<file path="src/rtl/sinc3_pkg.sv">
package sinc3_pkg;

    // Quantizer word and signed level widths
    localparam int unsigned THERM_W    = 4;
    localparam int unsigned LEVEL_W    = 3;
    // Filter order and ratio selection
    localparam int unsigned ORDER      = 3;
    localparam int unsigned SEL_W      = 2;
    localparam int unsigned OSR_MIN_LG = 5;
    localparam int unsigned OSR_MAX_LG = OSR_MIN_LG + (1 << SEL_W) - 1;
    // Accumulator wide enough for the largest ratio
    localparam int unsigned ACC_W      = ORDER * OSR_MAX_LG + LEVEL_W;
    // Output formats
    localparam int unsigned OUT_W      = 24;
    localparam int unsigned NARROW_W   = 16;
    // Results discarded after a restart
    localparam int unsigned SETTLE_N   = ORDER - 1;
    localparam int unsigned SETTLE_W   = $clog2(SETTLE_N + 1);

    typedef logic signed [ACC_W-1:0]   acc_t;
    typedef logic signed [LEVEL_W-1:0] level_t;
    typedef logic [OUT_W-1:0]          word_t;

    typedef struct packed {
        logic [SEL_W-1:0] osr;
        logic             wide;
    } cfg_t;

    typedef struct packed {
        word_t data;
        logic  settled;
    } result_t;

    // Signed level = ones in the comparator word minus the mid count
    function automatic level_t therm_level(input logic [THERM_W-1:0] t);
        logic [LEVEL_W-1:0] ones;
        ones = '0;
        for (int i = 0; i < THERM_W; i++) begin
            ones = ones + LEVEL_W'(t[i]);
        end
        return $signed(ones - LEVEL_W'(THERM_W / 2));
    endfunction

    function automatic int unsigned osr_log2(input logic [SEL_W-1:0] sel);
        return OSR_MIN_LG + int'(sel);
    endfunction

endpackage

</file>
<file path="src/rtl/sinc3_integ.sv">
module sinc3_integ #(
    parameter int unsigned W      = 27,
    parameter int unsigned IN_W   = 3,
    parameter int unsigned STAGES = 3
) (
    input  logic                   clk,
    input  logic                   clear,
    input  logic signed [IN_W-1:0] din,
    output logic signed [W-1:0]    sum_o
);

    logic signed [W-1:0] acc_q [STAGES];
    logic signed [W-1:0] acc_d [STAGES];

    // Each stage adds the new value of the stage before it, so the last
    // stage reflects the current input in the same cycle.
    for (genvar g = 0; g < STAGES; g++) begin : g_stage
        if (g == 0) begin : g_head
            assign acc_d[g] = acc_q[g] + {{(W-IN_W){din[IN_W-1]}}, din};
        end else begin : g_tail
            assign acc_d[g] = acc_q[g] + acc_d[g-1];
        end

        always_ff @(posedge clk) begin
            if (clear) begin
                acc_q[g] <= '0;
            end else begin
                acc_q[g] <= acc_d[g];
            end
        end
    end

    assign sum_o = acc_d[STAGES-1];

endmodule

</file>
<file path="src/rtl/sinc3_comb.sv">
module sinc3_comb #(
    parameter int unsigned W      = 27,
    parameter int unsigned STAGES = 3
) (
    input  logic                clk,
    input  logic                clear,
    input  logic                dec,
    input  logic signed [W-1:0] din,
    output logic signed [W-1:0] dout
);

    logic signed [W-1:0] dly_q [STAGES];
    logic signed [W-1:0] diff  [STAGES];

    for (genvar g = 0; g < STAGES; g++) begin : g_stage
        if (g == 0) begin : g_head
            assign diff[g] = din - dly_q[g];
            always_ff @(posedge clk) begin
                if (clear) begin
                    dly_q[g] <= '0;
                end else if (dec) begin
                    dly_q[g] <= din;
                end
            end
        end else begin : g_tail
            assign diff[g] = diff[g-1] - dly_q[g];
            always_ff @(posedge clk) begin
                if (clear) begin
                    dly_q[g] <= '0;
                end else if (dec) begin
                    dly_q[g] <= diff[g-1];
                end
            end
        end
    end

    assign dout = diff[STAGES-1];

endmodule

</file>
<file path="src/rtl/sinc3_format.sv">
module sinc3_format
    import sinc3_pkg::*;
#(
    parameter int unsigned AW      = ACC_W,
    parameter int unsigned OW      = OUT_W,
    parameter int unsigned NW      = NARROW_W,
    parameter int unsigned MAX_LG  = OSR_MAX_LG,
    parameter int unsigned MIN_LG  = OSR_MIN_LG,
    parameter int unsigned N_ORDER = ORDER
) (
    input  logic signed [AW-1:0] acc_i,
    input  logic [SEL_W-1:0]     osr_i,
    input  logic                 wide_i,
    output logic [OW-1:0]        word_o
);

    // Full scale after normalisation is 2^(ORDER*MAX_LG + 1)
    localparam int unsigned DROP = N_ORDER * MAX_LG + 1 - (OW - 1);
    localparam logic signed [AW-1:0] POS_LIM = AW'((64'sd1 <<< (OW - 1)) - 64'sd1);
    localparam logic signed [AW-1:0] NEG_LIM = -POS_LIM - AW'(1);
    localparam logic [OW-1:0] LO_MASK = OW'((64'd1 << (OW - NW)) - 64'd1);

    int unsigned         lift;
    logic signed [AW-1:0] norm;
    logic signed [AW-1:0] scaled;
    logic [OW-1:0]        clamped;

    always_comb begin
        lift   = N_ORDER * (MAX_LG - (MIN_LG + int'(osr_i)));
        norm   = acc_i <<< lift;
        scaled = norm >>> DROP;
        if (scaled > POS_LIM) begin
            clamped = POS_LIM[OW-1:0];
        end else if (scaled < NEG_LIM) begin
            clamped = NEG_LIM[OW-1:0];
        end else begin
            clamped = scaled[OW-1:0];
        end
        word_o = wide_i ? clamped : (clamped & ~LO_MASK);
    end

endmodule

</file>
<file path="src/rtl/sinc3_decimator.sv">
module sinc3_decimator
    import sinc3_pkg::*;
(
    input  logic               clk,
    input  logic               rst,
    input  logic               conv_rst_i,
    input  logic [THERM_W-1:0] therm_i,
    input  logic [SEL_W-1:0]   osr_sel_i,
    input  logic               wide_i,
    input  logic               hold_unsettled_i,
    output logic [OUT_W-1:0]   sample_o,
    output logic               valid_o,
    output logic               settled_o
);

    localparam int unsigned CNT_W = OSR_MAX_LG;

    cfg_t                cfg_now, cfg_q;
    logic                restart, clear;
    level_t              level;
    logic [CNT_W-1:0]    phase_q, last_idx;
    logic                dec;
    acc_t                integ_sum, comb_out;
    word_t               word;
    logic [SETTLE_W-1:0] done_q;
    logic                is_settled, emit;
    result_t             res_q;
    logic                valid_q;

    assign cfg_now = '{osr: osr_sel_i, wide: wide_i};

    always_ff @(posedge clk) begin
        cfg_q <= cfg_now;
    end

    assign restart = conv_rst_i || (cfg_now != cfg_q);
    assign clear   = rst || restart;
    assign level   = therm_level(therm_i);

    // Decimation phase
    assign last_idx = CNT_W'((1 << osr_log2(osr_sel_i)) - 1);
    assign dec      = !clear && (phase_q == last_idx);

    always_ff @(posedge clk) begin
        if (clear) begin
            phase_q <= '0;
        end else if (dec) begin
            phase_q <= '0;
        end else begin
            phase_q <= phase_q + CNT_W'(1);
        end
    end

    sinc3_integ #(.W(ACC_W), .IN_W(LEVEL_W), .STAGES(ORDER)) u_integ (
        .clk   (clk),
        .clear (clear),
        .din   (level),
        .sum_o (integ_sum)
    );

    sinc3_comb #(.W(ACC_W), .STAGES(ORDER)) u_comb (
        .clk   (clk),
        .clear (clear),
        .dec   (dec),
        .din   (integ_sum),
        .dout  (comb_out)
    );

    sinc3_format u_fmt (
        .acc_i  (comb_out),
        .osr_i  (osr_sel_i),
        .wide_i (wide_i),
        .word_o (word)
    );

    // Settling count: results produced since the last restart
    assign is_settled = (done_q == SETTLE_W'(SETTLE_N));
    assign emit       = dec && (is_settled || !hold_unsettled_i);

    always_ff @(posedge clk) begin
        if (clear) begin
            done_q <= '0;
        end else if (dec && !is_settled) begin
            done_q <= done_q + SETTLE_W'(1);
        end
    end

    always_ff @(posedge clk) begin
        if (clear) begin
            res_q   <= '0;
            valid_q <= 1'b0;
        end else begin
            valid_q <= emit;
            if (emit) begin
                res_q <= '{data: word, settled: is_settled};
            end
        end
    end

    assign sample_o  = res_q.data;
    assign settled_o = res_q.settled;
    assign valid_o   = valid_q;

endmodule

</file>
<file path="config.mk">
export PLATFORM = sky130hd
export DESIGN_NAME = sinc3_decimator
export DESIGN_NICKNAME = d
export VERILOG_FILES = /design/src/rtl/sinc3_pkg.sv /design/src/rtl/sinc3_integ.sv /design/src/rtl/sinc3_comb.sv /design/src/rtl/sinc3_format.sv /design/src/rtl/sinc3_decimator.sv
export SDC_FILE = /design/constraint.sdc
export NUM_CORES = 1
export LEC_CHECK = 0
export BUFFER_PORTS_ARGS = -buffer_cell sky130_fd_sc_hd__clkbuf_2
export CAP_MARGIN = 30
export CORE_AREA = 8 8 273 170
export DETAILED_ROUTE_END_ITERATION = 10
export DIE_AREA = 0 0 281 178
export REMOVE_ABC_BUFFERS = 1
export SYNTH_ARGS = -nofsm -noshare
export SYNTH_HDL_FRONTEND = slang
export SYNTH_SLANG_ARGS = --single-unit
</file>
<file path="constraint.sdc">
create_clock -name clk -period 15.9 [get_ports clk]
set_input_delay 3.18 -clock clk [delete_from_list [all_inputs] [get_ports clk]]
set_output_delay 3.18 -clock clk [all_outputs]
set_load 0.02 [all_outputs]
</file>
==> results.py <==
metrics = {
    "finish": {
        "fin_cells": 2664,
        "synthToLayoutAreaGrowth_pct": 9.72,
        "final_nets": 2258,
        "diodes": 0,
        "drive_gt1_share_pct": 8.35,
    },
    "sta": {
        "drv_slew": 0,
        "period_share_pct": 94.4,
        "relSlewSlack_pct": 40.2,
        "fin_crit_ps": 15020,
        "hold_viol_final": 0,
        "max_freq_ghz": 0.0666,
        "tightest_slew_ps": 895,
        "setup_viol": 0,
        "final.setup.worst_slack_ps": 883,
        "tns_ps": 0,
        "skew_ps": 17.2,
    },
    "placed_design": {
        "place_hpwl_um": 31300,
        "place_congestion": 0.922,
        "place_inst": 2615,
        "io_buffers": 36,
        "dp_slack_ps": -130,
    },
    "critical_path": {
        "crit_buf_inv": 10,
        "crit_type": "in2reg",
        "cp_slowest_stage_delay_ps": 520,
        "crit_family": "compound AO/OA/AOI/OAI gates",
        "required_ps": 16350,
        "worst-path-max-fanout": 11,
        "path_common_cell": "ha_1",
        "cp_slowest_cell": "fa_1",
        "cp-start-kind": "primary input",
        "critPathArrivalTime_ps": 15470,
        "crit_path_end_kind": "register",
    },
    "die": {
        "fp.coreArea_mm2": 0.0424,
        "row_count": 59,
        "pin_count": 37,
        "initial_core_util_pct": 40.2,
        "die_w_um": 281,
        "fp.dieArea_mm2": 0.0500,
        "die_y_um": 178,
    },
    "hold_path": {
        "hp-class": "reg2reg",
    },
    "cts": {
        "cts_tree": "built",
        "clockBufferDepth": 3,
        "clockRootBuffer": "clkbuf_16",
        "cts_htree_levels": 1,
        "insertion_delay_ps": 530,
        "cts_sinks": 201,
        "cts_hold_buf": 0,
        "cts_inserted_buffers": 24,
        "clk_pin_slew_ps": 60,
    },
    "drt": {
        "drt-wirelength-per-cell_um": 15.5,
        "vias": 14500,
        "drt_iter0_markers": 1135,
        "dr.pass1.iters": 5,
        "wl_um": 41200,
        "ant_nets": 0,
        "viasPerCell": 5.43,
        "drc": 0,
    },
    "power_and_ir_drop": {
        "finalPower_mw": 3.35,
        "total_leakage_power_nw": 7.92,
        "cellPowerDensity_mw_per_mm2": 179,
        "vdd_drop_max_v": 0.000146,
    },
    "synthesis": {
        "avgSynthCellArea_um2": 8.26,
        "yosys_register_bits": 201,
        "syn_inst": 2066,
        "synthFlopType": "dfxtp_1",
        "async_flop_share_pct": 0,
        "synth_top_cell_area_share_pct": 14.3,
        "synth.distinct_cells": 96,
        "syn_area_mm2": 0.0171,
        "synth_area_leader_cell": "edfxtp_1",
        "synth_edf_count": 81,
        "ys.warnings.count": 0,
        "synth_seq_area_share_pct": 28.3,
        "synth.area.top_cells": "edfxtp_1 14%, dfxtp_1 14%, ha_1 12%, xnor2_1 5.6%, a21oi_1 4.5%",
    },
    "job": {
        "drv_cap": 0,
    },
    "grt": {
        "grt_start_max_net_pins": 73,
        "grt_pass1_wl_um": 69100,
        "antenna_found_initial": 0,
        "grt_pass1_vias": 13400,
        "grt-ovfl-total": 0,
        "track_usage_pct": 16.1,
    },
    "outcome": {
        "status": "finished, final reports clean",
    },
}
synth_stat cells, types with 31 or more instances:
master / number
and2_1: 106
a21oi_1: 152
inv_1: 181
nand3_1: 31
clkbuf_1: 67
nand2_1: 133
nor2_1: 196
dfxtp_1: 120
xnor2_1: 109
a21o_1: 50
xor2_1: 51
nor3_1: 53
ha_1: 163
o21ai_0: 94
edfxtp_1: 81
per-layer routing:
layer	part of all wire [%]	global-route usage [%]	vias to the layer above	routed length [µm]
met5	0	0	-	0
met4	1.1	2.36	0	469
met3	5.6	2.97	28	2300
met2	39	22.2	302	16000
met1	55	25.7	6835	22500
li1	-	-	7300	-
cells in the final DEF (no fill, tap or decap), types with 28 or more instances in the layout:
cell	instances
a21o_1	50
clkbuf_2	36
and2_1	106
o21ai_1	28
inv_1	181
nand3_1	30
a21oi_1	149
dfxtp_1	120
edfxtp_1	81
o21ai_0	92
nor2_1	195
ha_1	162
xnor2_1	109
xor2_1	51
nand2_1	132
nor3_1	53
registers in the layout, indices dropped and copies added (netlist names):
register / count
u_integ.acc_q: 81
settled_o: 1
sample_o: 24
valid_o: 1
u_comb.dly_q: 81
cfg_q: 3
phase_q: 8
done_q: 2
power breakdown:
part           switching (mW)  internal [mW]
registers             0.00482          0.542
logic                    1.34          0.909
clock network           0.231          0.322
tightest hold or removal path, cell delays in order, from the launching register on:
cell and delay, ps:
dfxtp_1 310, nand2_1 50, nand2_1 40
final timing paths:
path,endpoint,from,cells past startpoint,slack [ps]
worst min-delay path,sample_o[14],sample_o[14],2,450
worst max register to register,sample_o[11],u_integ.acc_q[0][0],54,4340
worst max-delay path,sample_o[11],therm_i[0],64,880
worst min register to register,sample_o[14],sample_o[14],2,450
stage by stage:
stage / instance area [µm²] / hold WS, ps / utilization [%]
floorplan: 16700 / 445 / -
global placement: 17800 / 426 / 41.9
detailed placement: 17800 / 441 / 41.9
CTS: 18600 / 449 / 43.8
global route: 18700 / 476 / 44.1
finish: 18700 / 445 / 44.1
cell type report:
class                           count  area, µm²
Inverter                          184        691
Sequential cell                   201       4830
Tap cell                          579        724
Clock inverter                     14        105
Multi-Input combinational cell   1596      11300
Timing Repair Buffer               60        393
Clock buffer                       30        684
Fill cell                        4218      23700
repair_timing:
item | CTS | global route
setup endpoints to repair | 0 | 24
buffers inserted | 0 | 4
gates resized for setup | 0 | 14
logic make-up after synthesis:
| kind of cell | after synthesis | synth area share, % |
|---|---|---|
| adders and majority gates | 182 | 14.1 |
| DFF | 201 | 28.3 |
| muxes | 25 | 1.67 |
| and+or+nand+nor | 663 | 19.3 |
| AOI/OAI and AO/OA | 562 | 21.9 |
| buffers and inverters | 269 | 6.04 |
| xor gates and xnor gates | 164 | 8.71 |
Note: power is estimated with default switching activity, not from simulation.
